`config.mk`:
```
export PLATFORM = sky130hd
export DESIGN_NAME = rtc_alarm_irq
export DESIGN_NICKNAME = d
export VERILOG_FILES = /design/src/rtl/rtc_alarm_pkg.sv /design/src/rtl/rtc_alarm_ctrl.sv /design/src/rtl/rtc_alarm_dp.sv /design/src/rtl/rtc_alarm_irq.sv
export SDC_FILE = /design/constraint.sdc
export NUM_CORES = 1
export LEC_CHECK = 0
export ABC_AREA = 1
export BUFFER_PORTS_ARGS = -buffer_cell sky130_fd_sc_hd__buf_2
export CORE_AREA = 3 3 117 119
export DETAILED_ROUTE_END_ITERATION = 12
export DIE_AREA = 0 0 120 122
export PLACE_DENSITY = 0.53
export SLEW_MARGIN = 40
export SYNTH_ARGS = -nofsm -noshare
export SYNTH_HDL_FRONTEND = slang
export SYNTH_SLANG_ARGS = --single-unit
```
`constraint.sdc`:
```
create_clock -name clk -period 3.65 [get_ports clk]
set_clock_uncertainty 0.2 [all_clocks]
set_input_delay 0.73 -clock clk [delete_from_list [all_inputs] [get_ports clk]]
set_output_delay 0.73 -clock clk [all_outputs]
set_load 0.1 [all_outputs]
```
`src/rtl/rtc_alarm_pkg.sv`:
```
package rtc_alarm_pkg;

  typedef enum logic [2:0] {
    SEL_ENABLE     = 3'd0,
    SEL_FLAG_CLR   = 3'd1,
    SEL_ALARM_TIME = 3'd2,
    SEL_ALARM_DATE = 3'd3,
    SEL_TICK_RATE  = 3'd4
  } wr_sel_e;

  typedef struct packed {
    logic       wrEnable;
    logic       wrAlarmTime;
    logic       wrAlarmDate;
    logic       wrTickSel;
    logic [1:0] clrMask;
    logic       setTick;
    logic       setAlarm;
  } strobes_t;

endpackage

```
`src/rtl/rtc_alarm_ctrl.sv`:
```
module rtc_alarm_ctrl
  import rtc_alarm_pkg::*;
#(
  parameter int TAP_N  = 8,
  parameter int TSEL_W = $clog2(TAP_N)
) (
  input  logic              clk,
  input  logic              rstN,
  input  logic              wrEn,
  input  logic [2:0]        wrSel,
  input  logic [1:0]        wrLow,
  input  logic              fullMatch,
  input  logic [TSEL_W-1:0] tickSel,
  input  logic [TAP_N-1:0]  prescTaps,
  output strobes_t          stb
);

  logic             matchPrev;
  logic [TAP_N-1:0] tapsPrev;

  // Both edge detectors reset high, so a level present at release is not an edge.
  always_ff @(posedge clk or negedge rstN) begin
    if (!rstN) begin
      matchPrev <= 1'b1;
      tapsPrev  <= '1;
    end else begin
      matchPrev <= fullMatch;
      tapsPrev  <= prescTaps;
    end
  end

  always_comb begin
    stb = '0;
    if (wrEn) begin
      case (wrSel)
        SEL_ENABLE:     stb.wrEnable    = 1'b1;
        SEL_FLAG_CLR:   stb.clrMask     = wrLow;
        SEL_ALARM_TIME: stb.wrAlarmTime = 1'b1;
        SEL_ALARM_DATE: stb.wrAlarmDate = 1'b1;
        SEL_TICK_RATE:  stb.wrTickSel   = 1'b1;
        default:        ;
      endcase
    end
    stb.setAlarm = fullMatch & ~matchPrev;
    stb.setTick  = prescTaps[tickSel] & ~tapsPrev[tickSel];
  end

  // a match edge cannot repeat on the next cycle
  assert_alarm_single_R3: assert property (@(posedge clk) disable iff (!rstN)
    stb.setAlarm |=> !stb.setAlarm);

  // with the select held, a tap edge cannot repeat on the next cycle
  assert_tick_single_R4: assert property (@(posedge clk) disable iff (!rstN)
    (stb.setTick && !stb.wrTickSel) |=> !stb.setTick);

endmodule

```
`src/rtl/rtc_alarm_dp.sv`:
```
module rtc_alarm_dp
  import rtc_alarm_pkg::*;
#(
  parameter int TIME_W = 22,
  parameter int DATE_W = 24,
  parameter int DATA_W = 24,
  parameter int TSEL_W = 3
) (
  input  logic              clk,
  input  logic              rstN,
  input  strobes_t          stb,
  input  logic [DATA_W-1:0] wrData,
  input  logic [TIME_W-1:0] curTime,
  input  logic [DATE_W-1:0] curDate,
  output logic              fullMatch,
  output logic [TSEL_W-1:0] tickSel,
  output logic [1:0]        flags,
  output logic [1:0]        enables
);

  logic [TIME_W-1:0] alarmTime;
  logic [DATE_W-1:0] alarmDate;

  assign fullMatch = (curTime == alarmTime) && (curDate == alarmDate);

  always_ff @(posedge clk or negedge rstN) begin
    if (!rstN) begin
      enables   <= '0;
      alarmTime <= '0;
      alarmDate <= '0;
      tickSel   <= '0;
      flags     <= '0;
    end else begin
      if (stb.wrEnable)    enables   <= wrData[1:0];
      if (stb.wrAlarmTime) alarmTime <= wrData[TIME_W-1:0];
      if (stb.wrAlarmDate) alarmDate <= wrData[DATE_W-1:0];
      if (stb.wrTickSel)   tickSel   <= wrData[TSEL_W-1:0];
      // A set event overrides a clear in the same cycle.
      flags <= (flags & ~stb.clrMask) | {stb.setTick, stb.setAlarm};
    end
  end

  // an alarm event shows in the flag on the next cycle
  assert_alarm_sets_R2: assert property (@(posedge clk) disable iff (!rstN)
    stb.setAlarm |=> flags[0]);

  // a tick event wins over a clear landing in the same cycle
  assert_tick_wins_R6: assert property (@(posedge clk) disable iff (!rstN)
    (stb.setTick && stb.clrMask[1]) |=> flags[1]);

  // a clear without a set event drops the tick flag
  assert_tick_clears_R5: assert property (@(posedge clk) disable iff (!rstN)
    (stb.clrMask[1] && !stb.setTick) |=> !flags[1]);

  // the alarm flag rises only after an alarm event
  assert_alarm_cause_R3: assert property (@(posedge clk) disable iff (!rstN)
    $rose(flags[0]) |-> $past(stb.setAlarm));

endmodule

```
`src/rtl/rtc_alarm_irq.sv`:
```
module rtc_alarm_irq
  import rtc_alarm_pkg::*;
#(
  parameter int TIME_W = 22,
  parameter int DATE_W = 24,
  parameter int TAP_N  = 8
) (
  input  logic              clk,
  input  logic              rstN,
  input  logic              wrEn,
  input  logic [2:0]        wrSel,
  input  logic [DATE_W-1:0] wrData,
  input  logic [TIME_W-1:0] curTime,
  input  logic [DATE_W-1:0] curDate,
  input  logic [TAP_N-1:0]  prescTaps,
  output logic [1:0]        flags,
  output logic              irq,
  output logic              wakeReq
);

  localparam int TSEL_W = $clog2(TAP_N);

  strobes_t          stb;
  logic              fullMatch;
  logic [TSEL_W-1:0] tickSel;
  logic [1:0]        enables;

  rtc_alarm_ctrl #(.TAP_N(TAP_N), .TSEL_W(TSEL_W)) u_ctrl (
    .clk       (clk),
    .rstN      (rstN),
    .wrEn      (wrEn),
    .wrSel     (wrSel),
    .wrLow     (wrData[1:0]),
    .fullMatch (fullMatch),
    .tickSel   (tickSel),
    .prescTaps (prescTaps),
    .stb       (stb)
  );

  rtc_alarm_dp #(.TIME_W(TIME_W), .DATE_W(DATE_W), .DATA_W(DATE_W), .TSEL_W(TSEL_W)) u_dp (
    .clk       (clk),
    .rstN      (rstN),
    .stb       (stb),
    .wrData    (wrData),
    .curTime   (curTime),
    .curDate   (curDate),
    .fullMatch (fullMatch),
    .tickSel   (tickSel),
    .flags     (flags),
    .enables   (enables)
  );

  assign irq     = |(flags & enables);
  assign wakeReq = |(flags & enables);

  // the wake-up request never differs from the interrupt
  assert_wake_tracks_R8: assert property (@(posedge clk) disable iff (!rstN)
    wakeReq == irq);

  // with no flag set there is no interrupt
  assert_no_irq_idle_R7: assert property (@(posedge clk) disable iff (!rstN)
    (flags == 2'b00) |-> !irq);

endmodule

```
==> run metrics <==
CP Max Fanout 3; All-Layer GR Usage 11.0%; die area about 0.015 sq mm; metal3 WL 437 um; Synth Cell Area between 0.003 and 0.004 sq mm; synth unique cells 20; design area slightly above 0.004 sq mm; synthesis-to-finish area growth 29.2%; register area approximately 0.0016 sq mm; CTS tree yes; flop-to-flop setup slack 2.20 ns; Post-CTS Setup Bufs 0; Worst setup endpoint wakeReq; Final WS setup 1.43 ns; vias in the first global route 2722; DRT antenna net count 0; PostCTS Resize Cnt 0; worst hold slack roughly 0.27 ns; run status complete, no violations; top routing layer used met4; wire length on met1 approximately 3700 um; drt first pass iters 4; row cnt 41; max-cap violation count 0; fin nets 599; Power Total 0.00212 W; DR WL met2 3420 um; Setup violations, final 0; count of pins over their slew limit 0; Ys Warns 0; TNS Setup 0 ns; Placed Instance Area 0.00377 sq mm; Post-DP HPWL 5680 um; vias per cell 3.96; grt total ovfl 0; Filler cells 1366; syn nets between 500 and 600; clk root buf clkbuf_16; final RePlAce weighted congestion between 0.7 and 0.8; Avg WL per Cell around 11 um; crit path from u_dp.flags[0]; largest net degree at the start of global routing 63; R2R Path End u_dp.flags[0]; Reg2Reg Depth 9; Yosys reg bits 62; Seq/Total Area, Yosys about half; CP Data Required Time 2.72 ns; slew margin rel. a little under 50%; CORE AREA between 0.01 and 0.015 sq mm; crit path launch type flop; Starting DRT DRC Count 79; cells after synthesis between 400 and 500; Worst setup EP type output pin; worst endpoint data arrival time around 1.3 ns; synthesized area per cell 7.42 sq um; maximum clock rate 0.451 GHz; DRC viols 0; RR Startpoint u_dp.alarmTime[14]; first-pass GRT wire length 12400 um; Worst-path clk slew 0.06 ns; Initial Util 24.8%; IO Count between 80 and 90; pre-CTS setup slack 1.36 ns; Die Y 122 um; Pwr Density 523 mW/mm^2; port bufs 87; H-tree Lvls 3; CTS Hold Bufs 0; fin crit period 2.22 ns; Crit Path Class flop to output pin; Clock Latency Late Sink 0.33 ns; clk sink count 62; layout cell share with drive strength beyond 1 between 20% and 30%; Die X-Extent about 120 um; ANT cells 0; Tcrit/Tclk final 60.7%; Hold Path Class input port to asynchronous set/reset pin; initial antenna violation count 0; Least-Margin Pin Slew 0.775 ns; RSZ-0062 raised after global routing no; leakage power 2.22 nW; final number of hold-violating endpoints 0; clock buffer depth 2; worst vdd ir 0.000191 V; area occupied by multi-input gates 0.00125 sq mm; WL final approximately 7600 um; TritonCTS Buffers 9; via count approximately 2700
[flip-flops by register name (all words and copies together), names as in the netlist]
name / cells
u_dp.tickSel: 3
u_ctrl.matchPrev: 1
u_dp.alarmDate: 24
u_dp.alarmTime: 22
u_dp.enables: 2
u_dp.flags: 2
u_ctrl.tapsPrev: 8
[synthesized netlist by cell type (all sizes together)]
master  count  share of area (%)
nand2     146                 18
inv        76                9.1
dfrtp      53                 42
o21ai      51                8.1
nor2       45                5.5
xnor2      15                4.2
dfstp       9                7.5
nand3       7                1.1
buf         5               0.88
clkbuf      4               0.48
o221ai      4                1.1
or2         3               0.60
mux2        2               0.72
a22o        1               0.28
and2        1               0.20
nand3b      1               0.24
xor2        1               0.28
[cell type report]
class                      count  share of cell area [%]
multi-input combinational    277                    30.9
timing repair buffer          89                    11.2
clock inverter                 7                    1.60
tap                          172                    5.30
clock buffer                   9                    5.55
sequential                    62                    38.5
inverter                      76                    7.02
[layer usage]
layer,GRT usage [%],up-vias
met4,4.29,0
met1,13.6,1212
met2,17.5,70
met3,3.85,6
met5,0,-
li1,-,1453
[worst min-delay path by stage]
stage	depth (start not counted)	to	startpoint	slack, ns
2_1_floorplan	0	u_dp.alarmDate[0]	rstN	0.23
3_3_place_gp	2	u_dp.alarmDate[12]	u_dp.alarmDate[12]	0.27
3_5_place_dp	2	u_dp.alarmDate[12]	u_dp.alarmDate[12]	0.27
4_1_cts	1	u_ctrl.tapsPrev[1]	prescTaps[1]	0.29
5_1_grt	1	u_ctrl.tapsPrev[5]	prescTaps[5]	0.28
6_report	2	u_dp.alarmTime[7]	rstN	0.27
[through the flow]
step | util [%] | instances
after floorplan | - | 424
after global placement | 29.7 | 676
after detailed placement | 29.7 | 676
after CTS | 32.0 | 692
after global routing | 32.1 | 692
final | 32.1 | 692
[power by group]
part / switching, W / total [W] / internal [W]
clock network: 0.000312 / 0.000835 / 0.000522
registers: 0.0000814 / 0.000886 / 0.000805
logic: 0.000230 / 0.000401 / 0.000171
[critical path, stage by stage, from the launching register on]
cell     delay, ns
dfrtp_1       0.37
a22o_1        0.16
buf_2         0.42
[logic make-up (layout without fill, tap and decap cells)]
group / count (synthesis) / in the layout / synth area share, %
AOI/OAI and AO/OA: 56 / 56 / 9.51
buffers and inverters: 85 / 181 / 10.4
xor gates and xnor gates: 16 / 16 / 4.46
muxes: 2 / 2 / 0.716
and+or+nand+nor: 203 / 203 / 25.2
DFF: 62 / 62 / 49.7
[cells in the final DEF (no fill, tap or decap)]
cell	instances
bufinv_16	1
clkinvlp_4	2
or2_2	3
inv_1	76
buf_4	1
o21ai_0	51
clkinv_2	4
nand3_1	7
nor2_2	2
nand2_2	1
nand2_1	145
buf_6	1
a22o_1	1
dfrtp_1	53
dfstp_2	9
o221ai_1	4
xnor2_1	15
nand3b_1	1
nor2_1	43
mux2_2	2
xor2_1	1
buf_2	87
clkbuf_16	9
and2_1	1
(Power assumes the default switching activity.)
